## config.mk

```make
export PLATFORM = sky130hd
export DESIGN_NAME = shortcut_util_ctrl
export DESIGN_NICKNAME = d
export VERILOG_FILES = /design/src/rtl/sc_util_pkg.sv /design/src/rtl/su_sat_acc.sv /design/src/rtl/su_period_cnt.sv /design/src/rtl/su_util_fsm.sv /design/src/rtl/su_ticket.sv /design/src/rtl/shortcut_util_ctrl.sv
export SDC_FILE = /design/constraint.sdc
export NUM_CORES = 1
export LEC_CHECK = 0
export BUFFER_PORTS_ARGS = -buffer_cell sky130_fd_sc_hd__buf_4
export CAP_MARGIN = 15
export CELL_PAD_IN_SITES_DETAIL_PLACEMENT = 1
export CELL_PAD_IN_SITES_GLOBAL_PLACEMENT = 2
export CORE_AREA = 2 2 175 177
export CTS_CLUSTER_SIZE = 10
export DETAILED_ROUTE_END_ITERATION = 8
export DIE_AREA = 0 0 177 179
export GPL_ROUTABILITY_DRIVEN = 0
export PLACE_DENSITY_LB_ADDON = 0.05
export SLEW_MARGIN = 20
export SYNTH_ARGS = -nofsm -noshare
export SYNTH_HDL_FRONTEND = slang
export SYNTH_SLANG_ARGS = --single-unit
```

## constraint.sdc

```tcl
create_clock -name clk -period 16.9 [get_ports clk]
set_input_delay 2.535 -clock clk [delete_from_list [all_inputs] [get_ports clk]]
set_output_delay 2.535 -clock clk [all_outputs]
set_load 0.02 [all_outputs]
```

## src/rtl/sc_util_pkg.sv

```systemverilog
package sc_util_pkg;
  localparam int unsigned PCT_W = 7;
  localparam logic [PCT_W-1:0] PCT_FULL = 7'd100;
  localparam logic [PCT_W-1:0] TICKET_LAST = 7'd99;

  typedef enum logic {
    ST_SEARCH = 1'b0,
    ST_FROZEN = 1'b1
  } util_state_e;
endpackage

```

## src/rtl/su_sat_acc.sv

```systemverilog
module su_sat_acc #(
  parameter int unsigned W = 11
) (
  input  logic         clk,
  input  logic         rst_n,
  input  logic         inc_i,
  input  logic         clr_i,
  output logic [W-1:0] tot_o
);
  logic [W-1:0] cnt_q;
  logic [W-1:0] cnt_d;

  always_comb begin
    if (inc_i && (cnt_q != {W{1'b1}})) tot_o = cnt_q + W'(1);
    else                               tot_o = cnt_q;
    cnt_d = clr_i ? '0 : tot_o;
  end

  always_ff @(posedge clk or negedge rst_n) begin
    if (!rst_n) cnt_q <= '0;
    else        cnt_q <= cnt_d;
  end
endmodule

```

## src/rtl/su_period_cnt.sv

```systemverilog
module su_period_cnt #(
  parameter int unsigned PERIOD_CYCLES = 1024,
  parameter int unsigned CNT_W = 11
) (
  input  logic             clk,
  input  logic             rst_n,
  input  logic [1:0]       ev_i,
  output logic             last_o,
  output logic [CNT_W-1:0] tot_o [2]
);
  localparam int unsigned CYC_W = (PERIOD_CYCLES > 2) ? $clog2(PERIOD_CYCLES) : 1;
  localparam logic [CYC_W-1:0] CYC_LAST = CYC_W'(PERIOD_CYCLES - 1);

  logic [CYC_W-1:0] cyc_q;
  logic [CYC_W-1:0] cyc_d;

  always_comb begin
    last_o = (cyc_q == CYC_LAST);
    cyc_d  = last_o ? '0 : cyc_q + CYC_W'(1);
  end

  always_ff @(posedge clk or negedge rst_n) begin
    if (!rst_n) cyc_q <= '0;
    else        cyc_q <= cyc_d;
  end

  for (genvar g = 0; g < 2; g++) begin : g_acc
    su_sat_acc #(.W(CNT_W)) u_acc (
      .clk   (clk),
      .rst_n (rst_n),
      .inc_i (ev_i[g]),
      .clr_i (last_o),
      .tot_o (tot_o[g])
    );
  end
endmodule

```

## src/rtl/su_util_fsm.sv

```systemverilog
module su_util_fsm
  import sc_util_pkg::*;
#(
  parameter int unsigned CNT_W = 11,
  parameter int unsigned STEP_PCT = 10
) (
  input  logic             clk,
  input  logic             rst_n,
  input  logic             adaptive_i,
  input  logic             eval_i,
  input  logic [CNT_W-1:0] flit_tot_i,
  input  logic [CNT_W-1:0] stall_tot_i,
  output logic [PCT_W-1:0] util_o,
  output logic             locked_o
);
  localparam int unsigned XW = CNT_W + 2;

  util_state_e      state_q, state_d;
  logic [PCT_W-1:0] util_q, util_d;
  logic [CNT_W-1:0] rec_flit_q, rec_stall_q;
  logic             rec_en;
  logic             congested;
  logic             moved_flit, moved_stall;
  logic [PCT_W:0]   util_up;
  logic [PCT_W-1:0] util_inc, util_dec;

  function automatic logic [XW-1:0] times3(input logic [CNT_W-1:0] v);
    return ({2'b00, v} << 1) + {2'b00, v};
  endfunction

  function automatic logic big_move(input logic [CNT_W-1:0] now_v,
                                    input logic [CNT_W-1:0] rec_v);
    logic [CNT_W-1:0] diff;
    diff = (now_v >= rec_v) ? (now_v - rec_v) : (rec_v - now_v);
    return {1'b0, diff, 1'b0} > times3(rec_v);
  endfunction

  always_comb begin
    congested   = times3(stall_tot_i) > {1'b0, flit_tot_i, 1'b0};
    moved_flit  = big_move(flit_tot_i, rec_flit_q);
    moved_stall = big_move(stall_tot_i, rec_stall_q);
    util_up     = {1'b0, util_q} + (PCT_W+1)'(STEP_PCT);
    util_inc    = (util_up >= {1'b0, PCT_FULL}) ? PCT_FULL : util_up[PCT_W-1:0];
    util_dec    = (util_q >= PCT_W'(STEP_PCT)) ? (util_q - PCT_W'(STEP_PCT)) : '0;
  end

  always_comb begin
    state_d = state_q;
    util_d  = util_q;
    rec_en  = 1'b0;
    if (eval_i) begin
      unique case (state_q)
        ST_SEARCH: begin
          if (congested) begin
            util_d  = util_dec;
            state_d = ST_FROZEN;
            rec_en  = 1'b1;
          end else if (adaptive_i) begin
            util_d = util_inc;
          end
        end
        ST_FROZEN: begin
          if (adaptive_i && (moved_flit || moved_stall)) state_d = ST_SEARCH;
        end
        default: state_d = ST_SEARCH;
      endcase
    end
  end

  always_ff @(posedge clk or negedge rst_n) begin
    if (!rst_n) begin
      state_q <= ST_SEARCH;
      util_q  <= PCT_FULL;
    end else begin
      state_q <= state_d;
      util_q  <= util_d;
    end
  end

  always_ff @(posedge clk or negedge rst_n) begin
    if (!rst_n) begin
      rec_flit_q  <= '0;
      rec_stall_q <= '0;
    end else if (rec_en) begin
      rec_flit_q  <= flit_tot_i;
      rec_stall_q <= stall_tot_i;
    end
  end

  assign util_o   = util_q;
  assign locked_o = (state_q == ST_FROZEN);
endmodule

```

## src/rtl/su_ticket.sv

```systemverilog
module su_ticket
  import sc_util_pkg::*;
(
  input  logic             clk,
  input  logic             rst_n,
  input  logic             req_i,
  input  logic [PCT_W-1:0] util_i,
  output logic             grant_o
);
  logic [PCT_W-1:0] tk_q, tk_d;

  always_comb begin
    grant_o = req_i && (tk_q < util_i);
    tk_d    = (tk_q == TICKET_LAST) ? '0 : tk_q + PCT_W'(1);
  end

  always_ff @(posedge clk or negedge rst_n) begin
    if (!rst_n)     tk_q <= '0;
    else if (req_i) tk_q <= tk_d;
  end
endmodule

```

## src/rtl/shortcut_util_ctrl.sv

```systemverilog
module shortcut_util_ctrl
  import sc_util_pkg::*;
#(
  parameter int unsigned PERIOD_CYCLES = 1024,
  parameter int unsigned STEP_PCT = 10
) (
  input  logic             clk,
  input  logic             rst_n,
  input  logic             mode_adaptive,
  input  logic             flit_sent,
  input  logic             stall,
  input  logic             pkt_req,
  output logic             use_shortcut,
  output logic [PCT_W-1:0] util_pct,
  output logic             locked
);
  localparam int unsigned CNT_W = $clog2(PERIOD_CYCLES + 1);

  logic             win_last;
  logic [CNT_W-1:0] win_tot [2];

  su_period_cnt #(.PERIOD_CYCLES(PERIOD_CYCLES), .CNT_W(CNT_W)) u_period (
    .clk    (clk),
    .rst_n  (rst_n),
    .ev_i   ({stall, flit_sent}),
    .last_o (win_last),
    .tot_o  (win_tot)
  );

  su_util_fsm #(.CNT_W(CNT_W), .STEP_PCT(STEP_PCT)) u_fsm (
    .clk         (clk),
    .rst_n       (rst_n),
    .adaptive_i  (mode_adaptive),
    .eval_i      (win_last),
    .flit_tot_i  (win_tot[0]),
    .stall_tot_i (win_tot[1]),
    .util_o      (util_pct),
    .locked_o    (locked)
  );

  su_ticket u_ticket (
    .clk     (clk),
    .rst_n   (rst_n),
    .req_i   (pkt_req),
    .util_i  (util_pct),
    .grant_o (use_shortcut)
  );
endmodule

```

---- Yosys cells after proc, flatten, opt, wreduce, memory -nomap -nowiden ----
Index checks and enable logic that the tools add are counted.
storage, ports and cells
  bits in latches ......................... 0
  memories kept ........................... 0
  flip-flop bits (word level) ............. 69
  bits in read-only memories .............. 0
  logic and storage cells ................. 58
  input bits .............................. 6
  output and inout bits ................... 9
  RAM bits ................................ 0
operators by class
  div/mod/pow operators ................... 0
  shift operators ......................... 0
  equal/unequal tests ..................... 4
  magnitude comparators ................... 8
  bitwise operators ....................... 1
  multiply operators ...................... 0
  reduce and logical (&&, ||, !) cells .... 7
  $add $sub $neg .......................... 13
  multiplexer cells ....................... 17
operators by type and width
  operator                                                                             number
  11-bit two-way mux                                                                   6
  11-bit subtractor                                                                    4
  12-bit by 11-bit adder with 13-bit output                                            3
  7-bit two-way mux                                                                    5
  12-bit by 13-bit greater-than comparator with 1-bit output                           2
  11-bit by 1-bit adder with 11-bit output, second input constant                      2
  11-bit greater-or-equal comparator                                                   2
  11-bit != test, second input constant                                                2
  13-bit by 12-bit greater-than comparator with 1-bit output                           1
  10-bit by 1-bit adder with 10-bit output, second input constant                      1
  10-bit == test, second input constant                                                1
  10-bit two-way mux                                                                   1
  7-bit by 4-bit adder with 8-bit output, second input constant                        1
  8-bit by 7-bit greater-or-equal comparator with 1-bit output, second input constant  1
  7-bit by 1-bit adder with 7-bit output, second input constant                        1
  7-bit == test, second input constant                                                 1
  7-bit by 4-bit greater-or-equal comparator with 1-bit output, second input constant  1
  7-bit < comparator                                                                   1
  7-bit by 4-bit subtractor with 7-bit output, second input constant                   1
  1-bit logical AND                                                                    4
  1-bit two-way mux                                                                    4
  3-bit AND reduction                                                                  1
  1-bit one-hot mux with 2 select lines                                                1
  2-bit nonzero test                                                                   1
  other kinds (2)                                                                      2

---- Longest topological paths before layout ----
  depth after elaboration ................. 10
  depth in mapped cells ................... 28
  mapped depth without buffers ............ 25

---- Modules after synthesis ----
From an unflattened synthesis, not the netlist that was laid out.
second synthesis, totals
  cells, all modules ...................... 897
  area total of the unflattened synthesis .. 7823.8 um^2
by module, submodules not included
  module         seq. area each (um^2)  area an instance (um^2)  cells each  instances
  su_util_fsm    729.4                  5390.2                   665         1
  su_sat_acc     275.3                  720.7                    67          2
  su_ticket      175.2                  519.2                    56          1
  su_period_cnt  250.2                  473.0                    42          1

---- Worst setup path before layout ----
Ideal clock, no wire load.
  path kind ............................... input to register
  start point ............................. input stall
  end point ............................... register u_fsm.state_q, in the netlist u_fsm.locked_o
  cell stages on the path ................. 23
  slack ................................... 9.703 ns
  buffers on the path ..................... 1
  setup time .............................. 0.146 ns
  data arrival time ....................... 7.051 ns
  cell sequence ........................... o31ai_2 > or3_1 > nor2_1 > xnor2_1 > inv_1 > ha_1 > buf_2 > and2_1 > a22o_1 > a41oi_1 > a31oi_1 > o31ai_4 > mux2_2 > a221oi_2 > o21ai_1 > xor2_1 > ha_1 > and4_1 > nand2_1 > nor4_1 > a2111oi_0 > a31o_2 > a41oi_1
on the way
  longest elaborated chain between the ends .. 9
ends and longest elaborated chain
  element                                                                         RTL line                  RTL
  start, declared                                                                 shortcut_util_ctrl.sv:11  input logic stall,
  1-bit logical AND (*)                                                           su_sat_acc.sv:14          if (inc_i && (cnt_q != {W{1'b1}})) tot_o = cnt_q + W'(1);
  11-bit two-way mux (*)                                                          su_sat_acc.sv:14
  named net u_fsm.stall_tot_i[5]                                                  su_util_fsm.sv:12         input logic [CNT_W-1:0] stall_tot_i,
  11-bit subtractor / 11-bit greater-or-equal comparator (equally long branches)  su_util_fsm.sv:34         diff = (now_v >= rec_v) ? (now_v - rec_v) : (rec_v - now_v);
  11-bit two-way mux                                                              su_util_fsm.sv:34
  12-bit by 13-bit greater-than comparator with 1-bit output                      su_util_fsm.sv:35         return {1'b0, diff, 1'b0} > times3(rec_v);
  1-bit logical OR                                                                su_util_fsm.sv:63         if (adaptive_i && (moved_flit || moved_stall)) state_d = ST_SEARCH;
  1-bit logical AND                                                               su_util_fsm.sv:63
  1-bit two-way mux                                                               su_util_fsm.sv:63
  1-bit one-hot mux with 2 select lines (*)                                       su_util_fsm.sv:52         unique case (state_q)
  end signal, assigned                                                            su_util_fsm.sv:75         state_q <= state_d;
  end, declared                                                                   su_util_fsm.sv:18         util_state_e state_q, state_d;
Mark *: on every way through the listed nets, which the timed path passes. The rest lies on a longest branch.
A chain may end at the register's enable or synchronous reset.

---- Worst setup path in the final report ----
Same ends and word-level chain as after synthesis.

==> metrics.csv <==
metric;value;unit
cell with the most instances after synthesis;ha_1;
worst-margin pin slew;0.930;ns
Skew-Pair Late Insertion Delay;0.35;ns
global-route wire length before repair;37.1;mm
Die Y-Extent;179;um
All-Layer GR Usage;0.152;
power consumption;1.56;mW
Period minus WS final;8.65;ns
design area;8200;um2
post-route ant nets;0;
pre-CTS setup slack;7.76;ns
PostCTS Resize Cnt;0;
CTS HTree Levels;3;
slowest CP cell;a2111oi_1;
post-synth net total;1012;
Num CTS Buffers;9;
Initial Util;0.244;
CP Class;in -> reg;
number of global-route vias before repair;6484;
Die X-Extent;177;um
Syn. warnings;0;
LEAKAGE;3.82;nW
syn_area_per_cell;8.34;um2
max_cap viols;0;
drc violations;0;
Row Count;64;
CP cell instances;buf_4 > o31ai_2 > or3_1 > nor2_1 > xnor2_1 > inv_1 > ha_1 > and2_1 > a22o_1 > a41oi_1 > a31oi_1 > o31ai_4 > mux2_2 > a221oi_2 > o21ai_1 > xor2_1 > ha_1 > and4_1 > nand2_1 > nor4_1 > a2111oi_1 > a31o_2 > a41oi_1;
combinational share of power;0.738;
synth cell count leaders;ha_1, nor2_1, a21oi_1;
clock sinks;68;
layout cell share with drive strength beyond 1;0.0763;
# setup viols final;0;
Sw Share;0.506;
Clock Tree Buf Depth;2;
DR vias/cell;4.85;
main flop type after synthesis;dfrtp_1;
crit path DAT;8.85;ns
Post-synth ARST share;1.00;
maximum vdd drop;0.0506;mV
Worst Hold Class;reg -> reg;
Worst-path clk slew;0.06;ns
PwrDens;190;nW/um2
largest net degree at the start of global routing;69;
Worst Path Buf+Inv;2;
multi-input logic area;5240;um2
final core utilization;0.273;
Post-synth EDFFs;0;
Hold Buf Count CTS;0;
post-route setup TNS;0;ns
sequential share of the synthesized area;0.233;
status;finished clean;
core area;30000;um2
Synth Register Bits;68;
Placed Instance Area;7880;um2
placed cell count;1270;
CTS tree;built;
fmax;116;MHz
Initial DRC Count;289;
Slew Viols, Final;0;
hold_ws;0.477;ns
filler instances;3553;
slew margin rel.;0.379;
Final HPWL DP;18.6;mm
synth unique cells;73;
Clock power frac;0.120;
drt pass-1 iters;4;
setup repair bufs after CTS;0;
fin crit share;0.512;
delay-heaviest family, CP;compound AO/OA/AOI/OAI gates;
drt total wl;22.9;mm
routed len/inst;17.8;um
Critical Path Fanout Max;18;
vias;6241;
Post-Layout Cell Count;1287;
# IOs;15;
WP data required;17.10;ns
P_int;0.770;mW
initial antenna violation count;0;
Final Hold Vio Count;0;
crit end category;register;
IO buf count;13;
clock tree root buffer cell;clkbuf_16;
top-area cell type share of the netlist area;0.222;
largest cells by area after synthesis;dfrtp_1, ha_1, a21oi_1, xnor2_1, nor2_1;
register share of total power;0.142;
CP Launch Type;primary input;
top cell type by total area after synthesis;dfrtp_1;
Psw;0.789;mW
Synth Cell Area;7330;um2
nets@finish;1019;
Layout area overhead;11.8;%
skew final;0.0159;ns
FF+latch area;1710;um2
Worst path max stage delay;0.84;ns
grt total ovfl;0;
unrepaired setup endpoints after global routing;no;
Synth Instances;879;
Die ar.;31700;um2
n_diodes;0;
final worst setup slack;8.25;ns
[final timing paths]
| kind | startpoint | endpoint | slack, ns | cells after the start |
|---|---|---|---|---|
| worst max-delay path | stall | u_fsm.locked_o$_DFFE_PN0P_ | 8.25 | 23 |
| worst min register to register | u_period.cyc_q[6]$_DFF_PN0_ | u_period.cyc_q[6]$_DFF_PN0_ | 0.48 | 1 |
| worst max register to register | u_period.g_acc[1].u_acc.cnt_q[0]$_DFF_PN0_ | u_fsm.locked_o$_DFFE_PN0P_ | 9.58 | 24 |
| min in group asynchronous | rst_n | u_fsm.rec_stall_q[9]$_DFFE_PN0P_ | 2.10 | 1 |
| worst min-delay path | u_period.cyc_q[6]$_DFF_PN0_ | u_period.cyc_q[6]$_DFF_PN0_ | 0.48 | 1 |
| max in group asynchronous | rst_n | u_fsm.util_o[5]$_DFFE_PN1P_ | 14.17 | 2 |
[logic make-up (layout without fill, tap and decap cells)]
logic type	Yosys count	in the layout	share of synthesized area
AOI/OAI and AO/OA	240	240	0.214
xor gates and xnor gates	73	73	0.0872
adders and majority gates	127	127	0.221
buffers and inverters	103	115	0.0560
DFF	68	68	0.233
muxes	16	16	0.0247
other	1	1	0.000511
and+or+nand+nor	251	251	0.164
[per-layer routing]
metal	global-route usage	up-vias	wire, um
met1	0.222	3081	12100
met2	0.241	34	10100
met3	0.0155	17	373
li1	-	3109	-
met4	0.0334	0	304
met5	0	-	0
[layout make-up]
class	instances	area share
Multi-Input combinational cell	708	0.639
Tap cell	396	0.0604
Inverter	78	0.0357
Clock inverter	6	0.00580
Sequential cell	68	0.208
Timing Repair Buffer	21	0.0217
Clock buffer	10	0.0292
[state kept, by name (all words and copies together), names as in the netlist]
register	cells
u_fsm.util_o	6
u_fsm.rec_stall_q	11
u_fsm.rec_flit_q	11
u_ticket.tk_q	7
u_period.cyc_q	10
u_fsm.locked_o	1
u_period.g_acc.u_acc.cnt_q	22
[power groups by stage]
stage | logic, mW | clock network [mW] | registers (mW)
floorplan | 0.832 | 0 | 0.212
global placement | 1.15 | 0 | 0.224
detailed placement | 1.16 | 0 | 0.224
CTS | 1.17 | 0.198 | 0.221
global route | 1.32 | 0.203 | 0.226
finish | 1.15 | 0.188 | 0.221
[cell usage in the layout (no fill, tap or decap), drive strengths merged, types with 6 or more instances in the layout]
master and count:
nor2 96, nand2 47, o21a 6, xnor2 47, o21bai 14, xor2 26
and3 10, inv 79, or3 6, mux2 7, nor3 15, nand2b 7
or2 6, clkbuf 10, ha 123, and2 7, a211oi 6, a21oi 89
dfrtp 65, o21ai 42, a31oi 11, a21o 24, mux2i 8, nor2b 11
nand3 19, nand4 16, buf 21
(Power assumes the default switching activity.)
